[config.mk]
export PLATFORM = sky130hd
export DESIGN_NAME = ctr_seq_fsm
export DESIGN_NICKNAME = d
export VERILOG_FILES = /design/src/rtl/ctr_seq_pkg.sv /design/src/rtl/seq_action_dec.sv /design/src/rtl/seq_state_ctr.sv /design/src/rtl/seq_moore_out.sv /design/src/rtl/ctr_seq_fsm.sv
export SDC_FILE = /design/constraint.sdc
export NUM_CORES = 1
export LEC_CHECK = 0
export ABC_AREA = 1
export BUFFER_PORTS_ARGS = -buffer_cell sky130_fd_sc_hd__buf_2
export CORE_AREA = 2 2 39 41
export CTS_CLUSTER_SIZE = 40
export DETAILED_ROUTE_END_ITERATION = 8
export DIE_AREA = 0 0 41 43
export PLACE_DENSITY = 0.55
export SYNTH_ARGS = -nofsm -noshare
export SYNTH_HDL_FRONTEND = slang
export SYNTH_SLANG_ARGS = --single-unit
[constraint.sdc]
create_clock -name clk -period 2.01 [get_ports clk]
set_clock_uncertainty 0.05 [all_clocks]
set_input_delay 0.1005 -clock clk [delete_from_list [all_inputs] [get_ports clk]]
set_output_delay 0.1005 -clock clk [all_outputs]
set_load 0.02 [all_outputs]
[src/rtl/ctr_seq_pkg.sv]
// Package: types shared by the counter-driven sequencer.
// Assumes: nothing beyond the IEEE 1800-2017 language.
package ctr_seq_pkg;

    // The operation the state counter carries out on one clock edge.
    typedef enum logic [1:0] {
        OP_HOLD  = 2'd0,
        OP_COUNT = 2'd1,
        OP_LOAD  = 2'd2,
        OP_CLEAR = 2'd3
    } ctr_op_e;

    // Raw requests from the transition decoder. More than one may be set.
    typedef struct packed {
        logic clr;
        logic ld;
        logic cnt;
    } ctr_req_t;

endpackage

[src/rtl/seq_action_dec.sv]
// Module: seq_action_dec
// Maps the present state code and the condition inputs to counter requests
// and a load target. It never forms a next-state vector.
// Assumes: 0 < SRC_ST < HOLD_ST < LAST_ST < 2**STATE_W, DST_ST lies in
// (HOLD_ST, LAST_ST), and all codes between SRC_ST and LAST_ST are in use.
module seq_action_dec #(
    parameter int STATE_W = 4,
    parameter int SRC_ST  = 1,
    parameter int HOLD_ST = 5,
    parameter int DST_ST  = 6,
    parameter int LAST_ST = 9
) (
    input  logic [STATE_W-1:0]     cur_st,
    input  logic                   c_start,
    input  logic                   c_skip,
    input  logic                   c_wait,
    input  logic                   c_abort,
    output ctr_seq_pkg::ctr_req_t  req,
    output logic [STATE_W-1:0]     ld_target
);
    localparam logic [STATE_W-1:0] K_IDLE = '0;
    localparam logic [STATE_W-1:0] K_SRC  = STATE_W'(SRC_ST);
    localparam logic [STATE_W-1:0] K_HOLD = STATE_W'(HOLD_ST);
    localparam logic [STATE_W-1:0] K_DST  = STATE_W'(DST_ST);
    localparam logic [STATE_W-1:0] K_LAST = STATE_W'(LAST_ST);

    ctr_seq_pkg::ctr_req_t base_req;

    // Per-state requests before abort is applied.
    always_comb begin
        base_req = '0;
        if (cur_st == K_IDLE) begin
            base_req.cnt = c_start;
        end else if (cur_st == K_SRC) begin
            base_req.cnt = 1'b1;
            base_req.ld  = c_skip;
        end else if (cur_st == K_HOLD) begin
            base_req.cnt = ~c_wait;
        end else if (cur_st == K_LAST) begin
            base_req.clr = 1'b1;
        end else if ((cur_st > K_SRC) && (cur_st < K_LAST)) begin
            base_req.cnt = 1'b1;
        end else begin
            base_req.clr = 1'b1;
        end
    end

    // Abort adds a clear on top of any request already raised.
    always_comb begin
        req     = base_req;
        req.clr = base_req.clr | c_abort;
    end

    // The jump target is the only load value; it matters only while ld is set.
    assign ld_target = K_DST;

endmodule

[src/rtl/seq_state_ctr.sv]
// Module: seq_state_ctr
// A loadable binary counter that holds the state code. It settles the
// requests by priority: clear, then load, then count, then hold.
// Assumes: synchronous active-low reset; wrap-around on count is not used.
module seq_state_ctr #(
    parameter int STATE_W = 4
) (
    input  logic                   clk,
    input  logic                   rst_n,
    input  ctr_seq_pkg::ctr_req_t  req,
    input  logic [STATE_W-1:0]     ld_data,
    output logic [STATE_W-1:0]     q
);
    ctr_seq_pkg::ctr_op_e  op;
    logic [STATE_W-1:0]    q_nxt;

    // Select one operation from the request set.
    always_comb begin
        if (req.clr)      op = ctr_seq_pkg::OP_CLEAR;
        else if (req.ld)  op = ctr_seq_pkg::OP_LOAD;
        else if (req.cnt) op = ctr_seq_pkg::OP_COUNT;
        else              op = ctr_seq_pkg::OP_HOLD;
    end

    // Carry out the selected operation.
    always_comb begin
        case (op)
            ctr_seq_pkg::OP_CLEAR: q_nxt = '0;
            ctr_seq_pkg::OP_LOAD:  q_nxt = ld_data;
            ctr_seq_pkg::OP_COUNT: q_nxt = q + 1'b1;
            default:               q_nxt = q;
        endcase
    end

    // State register with synchronous reset.
    always_ff @(posedge clk) begin
        if (!rst_n) q <= '0;
        else        q <= q_nxt;
    end

endmodule

[src/rtl/seq_moore_out.sv]
// Module: seq_moore_out
// Decodes the Moore outputs from the registered state code alone.
// Assumes: the same ordering of parameters as seq_action_dec.
module seq_moore_out #(
    parameter int STATE_W = 4,
    parameter int SRC_ST  = 1,
    parameter int DST_ST  = 6,
    parameter int LAST_ST = 9
) (
    input  logic [STATE_W-1:0] st,
    output logic               busy,
    output logic               leg_a,
    output logic               leg_b,
    output logic               at_last
);
    localparam logic [STATE_W-1:0] K_SRC  = STATE_W'(SRC_ST);
    localparam logic [STATE_W-1:0] K_DST  = STATE_W'(DST_ST);
    localparam logic [STATE_W-1:0] K_LAST = STATE_W'(LAST_ST);

    // Range decode of the state code.
    always_comb begin
        busy    = (st != '0);
        leg_a   = (st > K_SRC) && (st < K_DST);
        leg_b   = (st >= K_DST) && (st < K_LAST);
        at_last = (st == K_LAST);
    end

endmodule

[src/rtl/ctr_seq_fsm.sv]
// Module: ctr_seq_fsm (top)
// A sequencer whose state register is a loadable counter. The decoder picks
// clear, count, load or hold, and the counter applies the chosen operation.
// Assumes: the parameter ordering stated in seq_action_dec.
module ctr_seq_fsm #(
    parameter int STATE_W = 4,
    parameter int SRC_ST  = 1,
    parameter int HOLD_ST = 5,
    parameter int DST_ST  = 6,
    parameter int LAST_ST = 9
) (
    input  logic               clk,
    input  logic               rst_n,
    input  logic               cond_start,
    input  logic               cond_skip,
    input  logic               cond_wait,
    input  logic               cond_abort,
    output logic [STATE_W-1:0] state_o,
    output logic               busy_o,
    output logic               leg_a_o,
    output logic               leg_b_o,
    output logic               last_o
);
    ctr_seq_pkg::ctr_req_t req;
    logic [STATE_W-1:0]    target;
    logic [STATE_W-1:0]    st_q;

    seq_action_dec #(
        .STATE_W (STATE_W),
        .SRC_ST  (SRC_ST),
        .HOLD_ST (HOLD_ST),
        .DST_ST  (DST_ST),
        .LAST_ST (LAST_ST)
    ) u_dec (
        .cur_st    (st_q),
        .c_start   (cond_start),
        .c_skip    (cond_skip),
        .c_wait    (cond_wait),
        .c_abort   (cond_abort),
        .req       (req),
        .ld_target (target)
    );

    seq_state_ctr #(
        .STATE_W (STATE_W)
    ) u_ctr (
        .clk     (clk),
        .rst_n   (rst_n),
        .req     (req),
        .ld_data (target),
        .q       (st_q)
    );

    seq_moore_out #(
        .STATE_W (STATE_W),
        .SRC_ST  (SRC_ST),
        .DST_ST  (DST_ST),
        .LAST_ST (LAST_ST)
    ) u_out (
        .st      (st_q),
        .busy    (busy_o),
        .leg_a   (leg_a_o),
        .leg_b   (leg_b_o),
        .at_last (last_o)
    );

    assign state_o = st_q;

endmodule

==> run metrics, run 1 <==
status=finished, final reports clean; largest net degree at the start of global routing=8; CP Class=reg2reg; Cells after Synth=65; VDD IR-drop max=282.5 uV; largest area contributor in the netlist=ha_1; R2R Setup Slk=0.18 ns; Logic pwr share=0.401; mux contribution to synthesized area=0; ANT nets after route=0; Synthesis Warnings=0; RSZ-0062 raised after global routing=no; Pre-antenna DRT Iters=4; total gr overflow=0; DR iter-0 viols=8; post-synthesis sequential area ratio=0.1793; final worst slack=0.1798 ns; XOR/XNOR share of the synthesized area=0.01961; cell mode on critical path=nand2_2; final hold violations=0; initial core utilization=0.3228; Root Driver=clkbuf_4; core area=1384 sq um; max reg flops=4; slowest cell on the critical path=dfxtp_4; # rows=14; first-pass GRT wire length=1.662 mm; clock network power share=0.335; Pleak=0.0003916 uW; Syn Area/Cell=6.872 sq um; ANT cells=0; fin crit period=1.830 ns; GR Util All Layers=0.1367; Chip Height=43 um; Reg power frac=0.264; final non-filler cell total=110; vias post-DR=490; Place WS=-0.01079 ns; WP data required=2.13 ns; Synth Register Bits=4; type of the tightest min-delay check=in2reg; Worst Path Buf+Inv=3; Crit path max-delay family=simple AND/OR/NAND/NOR gates; Rel. slew slack=0.8096; vias in the first global route=429; critical path's largest stage delay=0.36 ns; Switching Share=0.3571; compound-cell area share of the yosys netlist=0.1036; Yosys top cell area share=0.1961; Pint=224.9 uW; Setup Viol. Count Final=0; dpl cells=105; routability-driven placement congestion ratio=0.7517; routed vias/inst=4.455; Slew Viols, Final=0; clk_lat worst skew=0.25 ns; # port buffers=13; Post-synth EDFFs=0; final wirelength=1.035 mm; largest family of logic cells by synthesized area=simple AND/OR/NAND/NOR gates; CTS buffer count=3; asr flop ratio synth=0; layout cells sized above 1=0.6064; Max Cap Viol=0; Post-Syn Area=446.7 sq um; Max FO, Critical Path=4; Fmax achieved=546.4 MHz; hpwl dp=803.2 um; fin nets=108; period utilization=0.9106; Die W=41 um; CTS H-tree lvls=1; Post-Synth Adder-Cell Area=0.1961; Clock Sinks=4; Largest Register=u_ctr.q; Post-route DRC=0; worst hold slack=0.06839 ns; synth cell count leaders=inv_1 (11), nand2_1 (11), ha_1 (7); biggest regs=u_ctr.q: 4 flops; synth top area cells=ha_1 (20%), dfxtp_1 (18%), inv_1 (9.2%), nand2_1 (9.2%), nor2_2 (7.0%); Yosys cell types=19; Worst-path clk slew=0.05 ns; antenna violations before repair=0; Ports=14; Top FF cell, synth=dfxtp_1; Net Switching=124.9 uW; Clock Path Buffers=2; Setup crit start kind=flip-flop; Die Area=1763 sq um; Worst setup EP type=flip-flop; fillcell total=148; area grow syn2layout=58.26%; Post-Synth Simple-Gate Area=0.3417; WL/cell=9.409 um; syn nets=78; cells along the critical path=inv_4 -> ha_4 -> nand2_2 -> nand2_2 -> nand2_2 -> nor2_2 -> nand3_2 -> nand2_2 -> inv_2 -> ha_4 -> inv_2 -> nand2_1 -> nor2_2 -> nand3_1 -> a21oi_2; CTS tree=built; Worst Tran Pin Value=0.2852 ns; Worst EP arrival=1.95 ns; Pwr Density=494.8 nW/um^2
## layer usage
layer,GRT usage,share of wire,up-vias
met1,0.1677,0.43,219
li1,-,-,261
met4,0.08000,0.018,0
met2,0.2156,0.53,8
met3,0.01571,0.019,2
met5,0,0,-
## final cells by class
| type | count | area, sq um | area share |
|---|---|---|---|
| multi-input combinational | 46 | 349.1 | 0.4938 |
| tap | 16 | 20.02 | 0.02832 |
| timing repair buffer | 26 | 162.7 | 0.2301 |
| clock buffer | 4 | 26.28 | 0.03717 |
| sequential | 4 | 86.33 | 0.1221 |
| inverter | 14 | 62.56 | 0.08850 |
## layout by cell type (no fill, tap or decap), drive strengths merged
cell type	synthesis	final
ha	7	7
a21oi	4	4
dfxtp	4	4
xor2	1	1
nor2	7	7
a31oi	1	1
o211ai	1	1
nand3	6	6
inv	14	14
nand2	15	15
nand4	2	2
clkbuf	0	4
o21ai	1	1
buf	1	26
a211oi	1	1
## through the flow
step,utilization,cell area (sq um),power [uW],setup TNS (ns)
after floorplan,-,451.7,166.7,0
after global placement,0.4448,615.6,212.1,-0.03381
after detailed placement,0.4448,615.6,212.4,-0.01814
after CTS,0.4693,649.4,335.1,0
after global routing,0.5109,706.9,376.8,0
final,0.5109,706.9,349.8,0
## worst reg2reg max path, cell delays in order (launching register included)
cell	delay, ns
dfxtp_4	0.36
inv_4	0.06
ha_4	0.13
nand2_2	0.05
nand2_2	0.06
nand2_2	0.07
nor2_2	0.11
nand3_2	0.07
nand2_2	0.07
inv_2	0.05
ha_4	0.23
inv_2	0.05
nand2_1	0.06
nor2_2	0.12
nand3_1	0.10
a21oi_2	0.12
## timing repair
action	4_1_cts	5_1_grt
buffers inserted	0	1
pin swaps	3	5
gates resized for setup	3	14
endpoints found under the setup margin	2	4
hold buffers	0	0
## power groups by stage
stage                     combinational [uW]  sequential, uW  clock (uW)
final                                    140            92.3         117
after global routing                     159            93.2         125
after CTS                                126            89.5         120
after detailed placement                 122            90.8           0
after global placement                   121            90.8           0
after floorplan                         69.3            97.4           0
## final timing paths
path / from / endpoint / depth (start not counted)
setup / recovery: u_ctr.q[0] / u_ctr.q[3] / 15
hold / removal: rst_n / u_ctr.q[2] / 3
setup reg to reg: u_ctr.q[0] / u_ctr.q[3] / 15
hold reg to reg: u_ctr.q[0] / u_ctr.q[0] / 2
## cell families after synthesis
group / count (synthesis)
buffers and inverters: 15
XOR/XNOR: 1
flip-flops: 4
AND/OR/NAND/NOR: 30
adder cells (fa/ha/maj): 7
AO/OA/AOI/OAI: 8
Power figures use the tool's default switching activity.
==> run 2: changes to the inputs <==
PLACE_DENSITY = 0.56   (was 0.55)
SYNTH_HIERARCHICAL = 1   (was unset)
==> run 2 against run 1 <==
Clock power shrank 15%; total power shrank 15%; non-clock buffer count shrank 9; largest power group unchanged; register-to-register slack gained 0.09 ns; utilization shrank 9.2 points; first-iteration DRC count grew 63%; setup slack gained 0.090 ns; sequential power shrank 4.9%.
==> run metrics, run 2 <==
first-pass GRT wire length=1.573 mm; GR Util All Layers=0.1365; Synthesis Warnings=6; post-synthesis sequential area ratio=0.1758; Worst-path clk slew=0.04 ns; Total Power=298.7 uW; hpwl dp=794.5 um; Die Area=1763 sq um; max reg flops=4; Clock Path Buffers=2; core area=1384 sq um; cts hold-fix bufs=0; largest area contributor in the netlist=nand2_1; reg2reg start=u_ctr/q[0]; CTS buffer count=3; hold endpoint=u_ctr/q[2]; Max Cap Viol=0; ANT nets after route=0; clk_lat worst skew=0.23 ns; final wirelength=986 um; Root Driver=clkbuf_4; R2R Setup Slk=0.27 ns; layout cells sized above 1=0.2424; worst hold slack=0.09952 ns; Pwr Density=515.6 nW/um^2; Worst EP arrival=1.81 ns; biggest regs=u_ctr/q: 4 flops; DR iter-0 viols=13; Ports=14; Max FO, Critical Path=3; type of the tightest min-delay check=in2reg; fin nets=111; vias post-DR=515; asr flop ratio synth=0; initial core utilization=0.3291; routability-driven placement congestion ratio=0.8011; VDD IR-drop max=278.5 uV; Yosys cell types=17; Worst Hold Depth=3; Post-route DRC=0; setup_tns=0 ns; Setup crit start kind=flip-flop; vias in the first global route=407; register area=80.08 sq um; Setup Viol. Count Final=0; count leader, synth=nand2_1; synth cell count leaders=nand2_1 (28), inv_1 (14), nor2_1 (8); routed vias/inst=4.478; # port buffers=13; Pleak=0.0003338 uW; Yosys top cell area share=0.2308; Finished Core Util=0.4186; most common cell after layout, fill and taps aside=nand2_1; Largest Register=u_ctr/q; area grow syn2layout=27.20%; Top FF cell, synth=dfxtp_1; ANT cells=0; FF-to-FF path depth=11; total gr overflow=0; area of the multi-input gates=309.0 sq um; antenna violations before repair=0; CTS tree=built; WP data required=2.08 ns; hold_sp=rst_n; Fmax achieved=574.6 MHz; fillcell total=168; most frequent cells in the layout=nand2_1 (28), inv_1 (14), buf_2 (13); reg2reg end=u_ctr/q[1]; Synth Register Bits=4; Pre-antenna DRT Iters=4; largest net degree at the start of global routing=10; Slew Viols, Final=0; Post-CTS Setup Inserts=0; Clock Sinks=4; CP Class=reg2reg; status=finished, final reports clean; Die W=41 um; period utilization=0.8658; CTS H-tree lvls=1; synth top area cells=nand2_1 (23%), dfxtp_1 (18%), inv_1 (12%), ha_1 (11%), buf_4 (6.6%); fin crit period=1.740 ns; # rows=14; Post-synth EDFFs=0; WL/cell=8.574 um; RSZ-0062 raised after global routing=no; Post-Syn Area=455.4 sq um; final hold violations=0; Cells after Synth=81; Chip Height=43 um; Syn Area/Cell=5.623 sq um; Worst setup EP type=flip-flop
-- run 2: changes by cell type after synthesis, sizes merged, moves of 2 or more --
cell	before	now
nand2	15	28
buf	1	4
ha	7	4
conb	0	2
nand3	6	3
o21ai	1	3
nor2	7	9
-- run 2: metal layers --
layer  up-vias  part of all wire  wire, um  GRT usage
met5         -                 0         0          0
met4         0             0.011        11     0.1067
met3         2             0.049        48    0.05236
met2        15              0.48       470     0.1906
met1       218              0.46       456     0.1576
li1        280                 -         -          -
-- run 2: layout make-up --
type	instances	area share
Clock buffer	3	0.03888
Inverter	14	0.09071
Multi-Input combinational cell	61	0.5335
Sequential cell	4	0.1382
Tap cell	16	0.03456
Timing Repair Buffer	17	0.1641
-- run 2: worst max-delay path, cell delays in order (launching register included) --
cell     delay, ns
dfxtp_1       0.35
inv_1         0.05
nor2_1        0.11
nand2_1       0.08
nor3_2        0.14
inv_1         0.07
a21oi_2       0.19
inv_1         0.06
ha_1          0.23
a22o_1        0.18
nand2_1       0.06
a21oi_1       0.05
-- run 2: power breakdown --
group          internal, uW  total (uW)  switching (uW)
clock network          66.7        98.9            32.2
logic                  42.2         112            69.8
registers              83.9        87.8            3.83
total                   193         299             106
-- run 2: cell families after synthesis --
logic type,count (synthesis),synth area share
AO/OA/AOI/OAI,9,0.1154
other,2,0.01649
adder cells (fa/ha/maj),4,0.1099
AND/OR/NAND/NOR,43,0.3819
buffers and inverters,18,0.1813
flip-flops,4,0.1758
XOR/XNOR,1,0.01923
-- run 2: how the worst max path moves through the flow --
stage	to	startpoint	slack [ns]	depth (start not counted)
after global routing	u_ctr/q[2]	u_ctr/q[1]	0.06	10
after detailed placement	u_ctr/q[0]	u_ctr/q[0]	0.13	10
final	u_ctr/q[1]	u_ctr/q[0]	0.27	11
after CTS	u_ctr/q[1]	u_ctr/q[0]	0.12	11
after floorplan	u_ctr/q[1]	u_ctr/q[0]	0.09	11
after global placement	u_ctr/q[3]	u_ctr/q[0]	0.16	10
-- run 2: repair_timing --
action                                  in CTS  in global routing
endpoints found under the setup margin       0                  4
gates resized for setup                      0                  2
endpoints found under the hold margin        0                  0
-- run 2: stage by stage --
| stage | cells | area [sq um] | setup WS (ns) |
|---|---|---|---|
| 6_report | 115 | 579.3 | 0.2697 |
| 5_1_grt | 115 | 579.3 | 0.06250 |
| 4_1_cts | 115 | 570.5 | 0.1236 |
| 3_5_place_dp | 112 | 548.0 | 0.1317 |
| 3_3_place_gp | 112 | 548.0 | 0.1610 |
| 2_1_floorplan | 83 | 462.9 | 0.08872 |
==> run 3: changes to the inputs <==
BUFFER_PORTS_ARGS = unset   (was -buffer_cell sky130_fd_sc_hd__buf_2)
DONT_BUFFER_PORTS = 1   (was unset)
GPL_ROUTABILITY_DRIVEN = 1   (was unset)
PLACE_DENSITY = 0.47   (was 0.56)
==> run 3 against run 2 <==
Critical path depth is the same; cell area fell by 8.2%; cell count down 8.7%; fmax fell by 1.9%; sequential share of layout area rose by 1.2 points; via count decreased by 8.2%; die area did not move; sequential power is 0.5% lower; routed wire length increased by 0.81%.
==> run metrics, run 3 (synthesis gave the netlist of run 2 again) <==
status=finished, final reports clean; initial core utilization=0.3291; Worst Hold Depth=2; CTS tree=built; register area=80.08 sq um; Setup crit start kind=flip-flop; antenna violations before repair=0; critical path's largest stage delay=0.33 ns; max reg flops=4; largest net degree at the start of global routing=9; Clock Path Buffers=2; cells along the critical path=inv_1 -> nor2_1 -> nand2_1 -> nor3_1 -> inv_1 -> a21oi_2 -> inv_1 -> ha_1 -> a22o_1 -> nand2_1 -> a21oi_1; Root Driver=clkbuf_4; Chip Height=43 um; R2R Setup Slk=0.24 ns; GR Util All Layers=0.1300; layout cells sized above 1=0.1461; total gr overflow=0; area post-placement=505.5 sq um; most frequent cells in the layout=nand2_1 (28), inv_1 (14), nor2_1 (8); first-pass GRT wire length=1.593 mm; cts hold-fix bufs=0; Post-route DRC=0; VDD IR-drop max=263.0 uV; ANT cells=0; RSZ-0062 raised after global routing=no; Largest Register=u_ctr/q; Worst EP arrival=1.85 ns; area grow syn2layout=16.76%; routability-driven placement congestion ratio=0.7372; most common cell after layout, fill and taps aside=nand2_1; Ports=14; Max FO, Critical Path=3; hold_sp=rst_n; FF-to-FF path depth=11; final hold violations=0; Clock Sinks=4; WL/cell=9.467 um; hpwl dp=771 um; Worst-path clk slew=0.04 ns; post-route cell area=531.8 sq um; slowest cell on the critical path=dfxtp_1; cell mode on critical path=inv_1; fin crit period=1.775 ns; worst hold slack=0.03069 ns; # port buffers=0; Die W=41 um; CP Class=reg2reg; vias post-DR=473; type of the tightest min-delay check=in2reg; CTS H-tree lvls=1; period utilization=0.8830; Pre-antenna DRT Iters=4; DR iter-0 viols=20; hold endpoint=u_ctr/q[2]; Fmax achieved=563.4 MHz; final wirelength=994 um; Pwr Density=544.1 nW/um^2; fin nets=101; # rows=14; ANT nets after route=0; Worst setup EP type=flip-flop; CTS buffer count=3; fillcell total=152; CP Launch Point=u_ctr/q[0]; Setup Viol. Count Final=0; core area=1384 sq um; area of the multi-input gates=304.0 sq um; Die Area=1763 sq um; WP data required=2.08 ns; reg2reg end=u_ctr/q[1]; Max Cap Viol=0; routed vias/inst=4.505; Pleak=0.0002821 uW; biggest regs=u_ctr/q: 4 flops; vias in the first global route=400; reg2reg start=u_ctr/q[0]; clk_lat worst skew=0.24 ns; Slew Viols, Final=0; setup_tns=0 ns
run 3: where the power goes:
part / internal, uW / switching (uW) / leakage [uW]
Sequential: 83.9 / 3.56 / 0.0000324
Clock: 66.8 / 32.7 / 0.0000138
Combinational: 34.7 / 67.7 / 0.000236
Total: 185 / 104 / 0.000282
run 3: worst max-delay path, delay by kind of cell (launching register included):
family                     cells  cell delay [ns]
and+or+nand+nor                4             0.45
AOI/OAI and AO/OA              3             0.42
DFF                            1             0.33
adders and majority gates      1             0.23
buffers and inverters          3             0.19
run 3: what timing repair did:
action / CTS / global route
buffers inserted: 0 / 0
endpoints found under the setup margin: 0 / 3
gates resized for setup: 0 / 1
run 3: area by class of cell:
| class | count | area share |
|---|---|---|
| Sequential cell | 4 | 0.1506 |
| Clock buffer | 3 | 0.04235 |
| Timing Repair Buffer | 7 | 0.09882 |
| Multi-Input combinational cell | 61 | 0.5718 |
| Inverter | 14 | 0.09882 |
| Tap cell | 16 | 0.03765 |
run 3: worst max path at each step:
stage | to | slack, ns | cells after the start
after floorplan | u_ctr/q[1] | 0.09 | 11
after global placement | u_ctr/q[0] | 0.17 | 10
after detailed placement | u_ctr/q[0] | 0.16 | 10
after CTS | u_ctr/q[0] | 0.15 | 10
after global routing | u_ctr/q[0] | 0.04 | 10
final | u_ctr/q[1] | 0.24 | 11
run 3: per-layer routing:
metal,global-route usage,vias to the layer above,share of wire
met5,0,-,0
met1,0.1694,187,0.44
li1,-,257,-
met3,0.03665,0,0.11
met2,0.1906,29,0.45
met4,0.06000,0,0
run 3: metrics by stage:
step | total power, uW | std cells | utilization | setup slack (ns)
after detailed placement | 188.2 | 102 | 0.3653 | 0.1572
after global routing | 315.3 | 105 | 0.3843 | 0.04058
after floorplan | 170.5 | 83 | - | 0.08872
after CTS | 290.9 | 105 | 0.3816 | 0.1475
final | 289.4 | 105 | 0.3843 | 0.2352
after global placement | 189.5 | 102 | 0.3653 | 0.1745
